--- config.mk ---
export PLATFORM = sky130hd
export DESIGN_NAME = ivt_timer
export DESIGN_NICKNAME = d
export VERILOG_FILES = /design/src/rtl/ivt_pkg.sv /design/src/rtl/ivt_prescale.sv /design/src/rtl/ivt_counter.sv /design/src/rtl/ivt_regs.sv /design/src/rtl/ivt_timer.sv
export SDC_FILE = /design/constraint.sdc
export NUM_CORES = 1
export LEC_CHECK = 0
export ABC_AREA = 1
export BUFFER_PORTS_ARGS = -buffer_cell sky130_fd_sc_hd__buf_2
export CAP_MARGIN = 20
export CELL_PAD_IN_SITES_DETAIL_PLACEMENT = 1
export CELL_PAD_IN_SITES_GLOBAL_PLACEMENT = 1
export CORE_ASPECT_RATIO = 0.6
export CORE_MARGIN = 2
export CORE_UTILIZATION = 34
export DETAILED_ROUTE_END_ITERATION = 12
export GPL_TIMING_DRIVEN = 0
export PLACE_DENSITY_LB_ADDON = 0.1
export SKIP_LAST_GASP = 1
export SYNTH_ARGS = -nofsm -noshare
export SYNTH_HDL_FRONTEND = slang
export SYNTH_SLANG_ARGS = --single-unit
export TNS_END_PERCENT = 100
--- constraint.sdc ---
create_clock -name clk -period 3.2 [get_ports clk]
set_input_delay 0.16 -clock clk [delete_from_list [all_inputs] [get_ports clk]]
set_output_delay 0.16 -clock clk [all_outputs]
set_load 0.05 [all_outputs]
--- src/rtl/ivt_pkg.sv ---
package ivt_pkg;
  localparam int ADDR_W = 2;
  localparam int PSEL_W = 4;

  localparam logic [ADDR_W-1:0] OFF_CTRL = 2'd0;
  localparam logic [ADDR_W-1:0] OFF_LIM  = 2'd1;
  localparam logic [ADDR_W-1:0] OFF_CNT  = 2'd2;

  // control word bit positions (software-visible)
  localparam int B_SLAVE = 15;
  localparam int B_ONE   = 14;
  localparam int B_PS_LO = 8;
  localparam int B_FLAG  = 2;
  localparam int B_IEN   = 1;
  localparam int B_RUN   = 0;

  typedef struct packed {
    logic              slave;
    logic [PSEL_W-1:0] psel;
    logic              flag;
    logic              ien;
    logic              run;
  } ctrl_t;
endpackage

--- src/rtl/ivt_prescale.sv ---
module ivt_prescale
  import ivt_pkg::*;
#(
  parameter int SEL_W = PSEL_W
) (
  input  logic             clk,
  input  logic             rst_n,
  input  logic             run,
  input  logic             slave,
  input  logic             sync_in,
  input  logic [SEL_W-1:0] psel,
  output logic             adv
);
  localparam int DIV_W = (1 << SEL_W) - 1;

  logic [DIV_W-1:0] div_q;
  logic [DIV_W-1:0] mask;

  // mask has the P lowest bits set
  for (genvar i = 0; i < DIV_W; i++) begin : g_mask
    assign mask[i] = (SEL_W'(i) < psel);
  end

  assign adv = run & (slave ? sync_in : ((div_q & mask) == mask));

  always_ff @(posedge clk or negedge rst_n) begin
    if (!rst_n)                   div_q <= '0;
    else if (!run || slave || adv) div_q <= '0;
    else                          div_q <= div_q + 1'b1;
  end
endmodule

--- src/rtl/ivt_counter.sv ---
module ivt_counter #(
  parameter int CW = 16
) (
  input  logic          clk,
  input  logic          rst_n,
  input  logic          run,
  input  logic          adv,
  input  logic [CW-1:0] lim,
  output logic [CW-1:0] count,
  output logic          roll,
  output logic          tick_o,
  output logic          wrap_o
);
  // a limit of 0 matches the wrapped value 0, which stands for 2^CW
  assign roll = adv & (count == lim);

  always_ff @(posedge clk or negedge rst_n) begin
    if (!rst_n) begin
      count  <= CW'(1);
      tick_o <= 1'b0;
      wrap_o <= 1'b0;
    end else begin
      tick_o <= adv;
      wrap_o <= roll;
      if (!run || roll) count <= CW'(1);
      else if (adv)     count <= count + 1'b1;
    end
  end

  p_reload_on_wrap_r5: assert property (@(posedge clk) disable iff (!rst_n)
    wrap_o |-> count == CW'(1));

  p_idle_when_stopped_r9: assert property (@(posedge clk) disable iff (!rst_n)
    !run |=> (count == CW'(1) && !tick_o && !wrap_o));

  p_one_step_per_tick_r12: assert property (@(posedge clk) disable iff (!rst_n)
    (tick_o && !wrap_o) |-> count == $past(count) + CW'(1));
endmodule

--- src/rtl/ivt_regs.sv ---
module ivt_regs
  import ivt_pkg::*;
#(
  parameter int DW = 16
) (
  input  logic              clk,
  input  logic              rst_n,
  input  logic              stb,
  input  logic              we,
  input  logic [ADDR_W-1:0] addr,
  input  logic [DW-1:0]     wdata,
  output logic [DW-1:0]     rdata,
  output logic              ack,
  input  logic              roll,
  input  logic [DW-1:0]     count,
  output ctrl_t             ctrl,
  output logic [DW-1:0]     lim
);
  logic          wr_ctrl, wr_lim, clr_flag;
  logic [DW-1:0] rd_mux, ctrl_view;

  assign wr_ctrl  = stb & we & (addr == OFF_CTRL);
  assign wr_lim   = stb & we & (addr == OFF_LIM);
  assign clr_flag = wr_ctrl & wdata[B_FLAG];

  always_comb begin
    ctrl_view                        = '0;
    ctrl_view[B_SLAVE]               = ctrl.slave;
    ctrl_view[B_ONE]                 = 1'b1;
    ctrl_view[B_PS_LO +: PSEL_W]     = ctrl.psel;
    ctrl_view[B_FLAG]                = ctrl.flag;
    ctrl_view[B_IEN]                 = ctrl.ien;
    ctrl_view[B_RUN]                 = ctrl.run;
    unique case (addr)
      OFF_CTRL: rd_mux = ctrl_view;
      OFF_LIM:  rd_mux = lim;
      OFF_CNT:  rd_mux = count;
      default:  rd_mux = '0;
    endcase
  end

  always_ff @(posedge clk or negedge rst_n) begin
    if (!rst_n) begin
      ctrl  <= '0;
      lim   <= '0;
      ack   <= 1'b0;
      rdata <= '0;
    end else begin
      ack       <= stb;
      ctrl.flag <= roll | (ctrl.flag & ~clr_flag);
      if (wr_ctrl) begin
        ctrl.slave <= wdata[B_SLAVE];
        ctrl.psel  <= wdata[B_PS_LO +: PSEL_W];
        ctrl.ien   <= wdata[B_IEN];
        ctrl.run   <= wdata[B_RUN];
      end
      if (wr_lim)       lim   <= wdata;
      if (stb && !we)   rdata <= rd_mux;
    end
  end

  p_ack_after_stb_r13: assert property (@(posedge clk) disable iff (!rst_n)
    stb |=> ack);

  p_no_stray_ack_r13: assert property (@(posedge clk) disable iff (!rst_n)
    !stb |=> !ack);

  p_flag_set_r6: assert property (@(posedge clk) disable iff (!rst_n)
    roll |=> ctrl.flag);

  p_flag_sticky_r6: assert property (@(posedge clk) disable iff (!rst_n)
    (ctrl.flag && !clr_flag) |=> ctrl.flag);
endmodule

--- src/rtl/ivt_timer.sv ---
module ivt_timer
  import ivt_pkg::*;
#(
  parameter int DW = 16
) (
  input  logic              clk,
  input  logic              rst_n,
  input  logic              bus_stb,
  input  logic              bus_we,
  input  logic [ADDR_W-1:0] bus_addr,
  input  logic [DW-1:0]     bus_wdata,
  output logic [DW-1:0]     bus_rdata,
  output logic              bus_ack,
  input  logic              sync_in,
  output logic              irq_o,
  output logic              tick_o,
  output logic              wrap_o
);
  ctrl_t         ctrl;
  logic [DW-1:0] lim, count;
  logic          adv, roll;

  ivt_regs #(.DW(DW)) regs_i (
    .clk(clk), .rst_n(rst_n), .stb(bus_stb), .we(bus_we), .addr(bus_addr),
    .wdata(bus_wdata), .rdata(bus_rdata), .ack(bus_ack), .roll(roll),
    .count(count), .ctrl(ctrl), .lim(lim)
  );

  ivt_prescale #(.SEL_W(PSEL_W)) pre_i (
    .clk(clk), .rst_n(rst_n), .run(ctrl.run), .slave(ctrl.slave),
    .sync_in(sync_in), .psel(ctrl.psel), .adv(adv)
  );

  ivt_counter #(.CW(DW)) cnt_i (
    .clk(clk), .rst_n(rst_n), .run(ctrl.run), .adv(adv), .lim(lim),
    .count(count), .roll(roll), .tick_o(tick_o), .wrap_o(wrap_o)
  );

  assign irq_o = ctrl.flag & ctrl.ien;

  p_slave_waits_sync_r10: assert property (@(posedge clk) disable iff (!rst_n)
    (ctrl.slave && !sync_in) |=> !tick_o);
endmodule

# ---- Word level (Yosys, flattened, before mapping)
# Index checks and enable logic that the tools add are counted.
dict set report totals {
  reg_bits 74
  out_inout_bits 20
  input_bits 23
  elab_cells 57
}
dict set report classes {
  mux 5
  magnitude_cmp 15
  n_addsub 2
  reduce_logical 8
  bitwise 11
  n_eq_ne 4
}
# op count
set ops {}
lappend ops {{$pmux 16 s3} 1}
lappend ops {{$mux 16} 2}
lappend ops {{$lt 4x4->1 const A} 7}
lappend ops {{$add 16x1->16 const B} 1}
lappend ops {{$eq 16x16->1} 1}
lappend ops {{$lt 3x4->1 const A} 4}
lappend ops {{$add 15x1->15 const B} 1}
lappend ops {{$and 15x15->15} 1}
lappend ops {{$eq 15x15->1} 1}
lappend ops {{$mux 15} 1}
lappend ops {{$and 1x1->1} 8}
lappend ops {{$lt 1x4->1 const A} 2}
lappend ops {{$lt 2x4->1 const A} 2}
lappend ops {{$logic_or 1x1->1} 3}
lappend ops {{$eq 2x1->1 const B} 1}
lappend ops {{$eq 2x2->1 const B} 1}
lappend ops {{$logic_not 1->1} 2}
lappend ops {{$logic_not 2->1} 1}
lappend ops {{$reduce_bool 2->1} 1}
lappend ops {{$logic_and 1x1->1} 1}
lappend ops {{$mux 1} 1}
lappend ops {{$not 1->1} 1}
lappend ops {{$or 1x1->1} 1}

# ---- Logic depth before layout (Yosys ltp)
dict set report depth {
  word_depth 8
  ltp_mapped 14
}

# ---- Modules after synthesis
# From an unflattened synthesis, not the netlist that was laid out.
dict set report unflattened {
  hier_cells 574
  area_unflattened_um2 4361.7
}
# mod instances area_each_um2 cells_per_inst
set modules_own_cells {}
lappend modules_own_cells {ivt_regs 1 1956.9 229}
lappend modules_own_cells {ivt_counter 1 1373.8 204}
lappend modules_own_cells {ivt_prescale 1 1023.5 139}
lappend modules_own_cells {ivt_timer 1 7.5 2}

# ---- Least setup slack after synthesis
# Ideal clock, no wire load.
dict set report synth_timing {
  kind {register to register}
  from {register cnt_i.count[0]}
  to {register cnt_i.count[10]}
  n_path_buf 0
  stages_incl_launch_ff 10
  path_slack_ns 1.609
  t_required_ns 3.082
  arrival_time_ns 1.473
  path_cell_list {dfstp_2 -> ha_1 -> nand2_1 -> nor2_1 -> nand2_1 -> nor2_1 -> xor2_1 -> nor2_1 -> nand2_1 -> nand2_1}
}
dict set report synth_via {
  elab_chain_len 4
  elab_cells_between_ends 7
  cone_classes {1 x add/sub; 1 x eq/ne; 2 x mux; 1 x bitwise; 2 x reduce/logical}
}
# element line_no
set synth_lines {}
lappend synth_lines {{start: declaration} ivt_counter.sv:9} ;# output logic [CW-1:0] count,
lappend synth_lines {{start signal: assignment} ivt_counter.sv:26} ;# else if (adv) count <= count + 1'b1;
lappend synth_lines {{parallel branches: the longest is 4 deep, another holds $add 16x1->16} -}
# Parallel ways; which one is timed is not known. The select of a mux whose other input is x is not followed.
# A chain may end at the register's enable or synchronous reset.

# ---- Final worst setup path
dict set report layout_timing {
  from {register cnt_i.count[0]}
  to {register cnt_i.count[11]}
}
# Same word-level chain as after synthesis.

==> metrics.txt <==
Reg clk slew, reported paths 0.06 ns; Synth Register Bits 74; total grt overflow 0; postcts setup bufs 0; Final setup viols 0; clk_lat worst skew between 0.3 and 0.4 ns; largest net degree at the start of global routing 46; crit path cell chain nand3_1 -> nor2_1 -> nand3_1 -> nor3_1 -> nand2_1 -> nand2_1 -> inv_1 -> nand4_1 -> nand2_1; Setup Skew between 0.009 and 0.01 ns; Post-Syn Nets about 540; placed cell area approximately 4400 µm²; Worst path top cell family by delay simple AND/OR/NAND/NOR gates; Vias per Instance a little under 5; total core area 11300 µm²; Max VDD drop about 0.27 mV; CTS sink cnt 74; Final Wtd Congestion 0.854; max-cap check violation count 0; crit-path most repeated cell nand2_1; CP Max Fanout 6; register area share after synthesis 46.7%; hold crit path type in2reg; initial DRC count about 170; share of cells above drive strength 1 between 10% and 20%; critical path type reg2reg; status completed; die area roughly 13000 µm²; Post-synth top flop dfrtp_1; setup repair after global routing missed its margin no; Leak between 2 and 2.5 nW; via count 3614; fin crit period around 2 ns; Detailed Route WL 12400 µm; Starting Density about a third; Worst path slowest cell dfstp_2; Antenna Cells 0; synth warn 0; first-pass GRT wire length ~20000 µm; DRT Pass-1 Iters 4; Worst EP required around 3.4 ns; Worst-Margin Slew 0.708 ns; height of the die a little under 90 µm; root buf cell clkbuf_16; data arrival time of the critical path approximately 2.2 ns; Pins Over Slew Limit 0; Critical path buffers and inverters 1; I/O Pins 43; fill cell count ~1400; GRT Total Usage 21.4%; Nets approximately 590; initial antenna violation count 0; vias in the first global route between 3000 and 4000; most common cell after layout, fill and taps aside nand2_1; # port buffers 42; mapped cell area 3970 µm²; H-tree level count 3; final hold vios 0; slew margin rel. 52.8%; Clock Tree Buf Depth 2; Area Overhead vs Synth 18.7%; final HPWL from detailed placement approximately 9500 µm; Mapped Cells around 500; commonest cells after routing, fill and taps aside nand2_1, dfrtp_1, inv_1; CTS Buf Count 9; EDFF count, synth 0; sum of negative setup slack 0 ns; wire per inst 17.0 µm; pwr/cell area about 560 nW/µm²; CTS tree built; Crit. End Element flip-flop; die width between 100 and 150 µm; # DRC 0; Synth cell types 35; FFs w/ async S/R, synth 100%; crit-path max cell delay 0.60 ns; Finished Cell Area between 4000 and 5000 µm²; post-route ant nets 0; fmax about 0.50 GHz; critical path startpoint category flip-flop; syn_area_per_cell around 7.8 µm²; num rows 30; Final period util a little over three fifths
worst min-delay path, cell delays in order:
cell and delay, ns:
buf_2 0.07, nor2_1 0.03, a21oi_1 0.09
final cells by class:
class / instances / area [µm²] / area share (%)
well taps: 160 / 200 / 4.25
repair buffers: 45 / 260 / 5.53
multi-input cells: 349 / 1760 / 37.4
clock inverters: 6 / 42.5 / 0.903
plain buffers: 18 / 91.3 / 1.94
clock buffers: 10 / 239 / 5.07
inverters: 70 / 263 / 5.58
flip-flops and latches: 74 / 1850 / 39.3
Yosys cell counts, types with 2 or more instances:
| library cell | n | area share [%] |
|---|---|---|
| xor2_1 | 20 | 4.4 |
| mux2_2 | 2 | 0.57 |
| nand3_2 | 2 | 0.50 |
| clkbuf_1 | 10 | 0.95 |
| nand2_4 | 2 | 0.57 |
| nand2_1 | 124 | 12 |
| dfrtp_1 | 73 | 46 |
| inv_1 | 66 | 6.2 |
| buf_6 | 2 | 0.57 |
| o21ai_1 | 6 | 0.76 |
| nand3_1 | 28 | 3.5 |
| o22ai_1 | 3 | 0.47 |
| a221oi_1 | 3 | 0.66 |
| xnor2_1 | 4 | 0.88 |
| nor3b_1 | 4 | 0.76 |
| nor2_1 | 48 | 4.5 |
| buf_2 | 4 | 0.50 |
| ha_1 | 2 | 0.63 |
| inv_2 | 4 | 0.38 |
| nand4_1 | 21 | 3.3 |
| nor2_2 | 8 | 1.3 |
| a31oi_1 | 7 | 1.1 |
| a21oi_1 | 17 | 2.1 |
| nor3_1 | 9 | 1.1 |
| o21ai_0 | 32 | 4.0 |
path summary, 6_finish.rpt:
check                            startpoint                to  slack [ns]  cells past startpoint
max                          cnt_i.count[0]   cnt_i.count[11]        1.20                      9
min                            bus_wdata[6]     regs_i.lim[6]        0.06                      3
max reg2reg                  cnt_i.count[0]   cnt_i.count[11]        1.20                      9
min reg2reg                regs_i.rdata[15]  regs_i.rdata[15]        0.48                      2
max in group asynchronous             rst_n    cnt_i.count[0]        2.28                      3
min in group asynchronous             rst_n   pre_i.div_q[12]        0.30                      2
routing by layer:
layer  GRT usage [%]  wire, µm  up-vias
met5               0         0        -
met4            5.70       112        0
met3            5.25       705       10
met2            27.4      4600       96
met1            34.6      7020     1750
li1                -         -     1758
report_power, final:
part | switching (mW) | internal, mW
Combinational | 0.390 | 0.163
Sequential | 0.0911 | 1.03
Clock | 0.422 | 0.546
sequential cells by signal (all words and copies together), names as in the netlist:
name,count
regs_i.ctrl,8
cnt_i.wrap_o,1
cnt_i.count,16
regs_i.rdata,16
pre_i.div_q,15
regs_i.ack,1
cnt_i.tick_o,1
regs_i.lim,16
cell families after synthesis:
family / synth area share, %
AOI/OAI and AO/OA: 9.59
xor gates and xnor gates: 5.30
buffers and inverters: 8.92
muxes: 0.568
and+or+nand+nor: 28.3
DFF: 46.7
adders and majority gates: 0.631
repair_timing:
item,in CTS,in global routing
gates resized for setup,0,0
hold buffers,2,0
endpoints found under the hold margin,30,0
stage by stage:
stage / util [%] / power [mW] / setup slack, ns / cells / hold WS (ns)
floorplan: - / 1.49 / 1.61 / 511 / -0.136
global placement: 38.6 / 1.66 / 1.29 / 713 / 0.297
detailed placement: 38.9 / 1.69 / 1.24 / 714 / 0.134
CTS: 41.5 / 2.67 / 1.23 / 732 / 0.0494
global route: 41.5 / 2.77 / 1.01 / 732 / 0.0683
finish: 41.5 / 2.64 / 1.20 / 732 / 0.0588
Power figures use the tool's default switching activity.
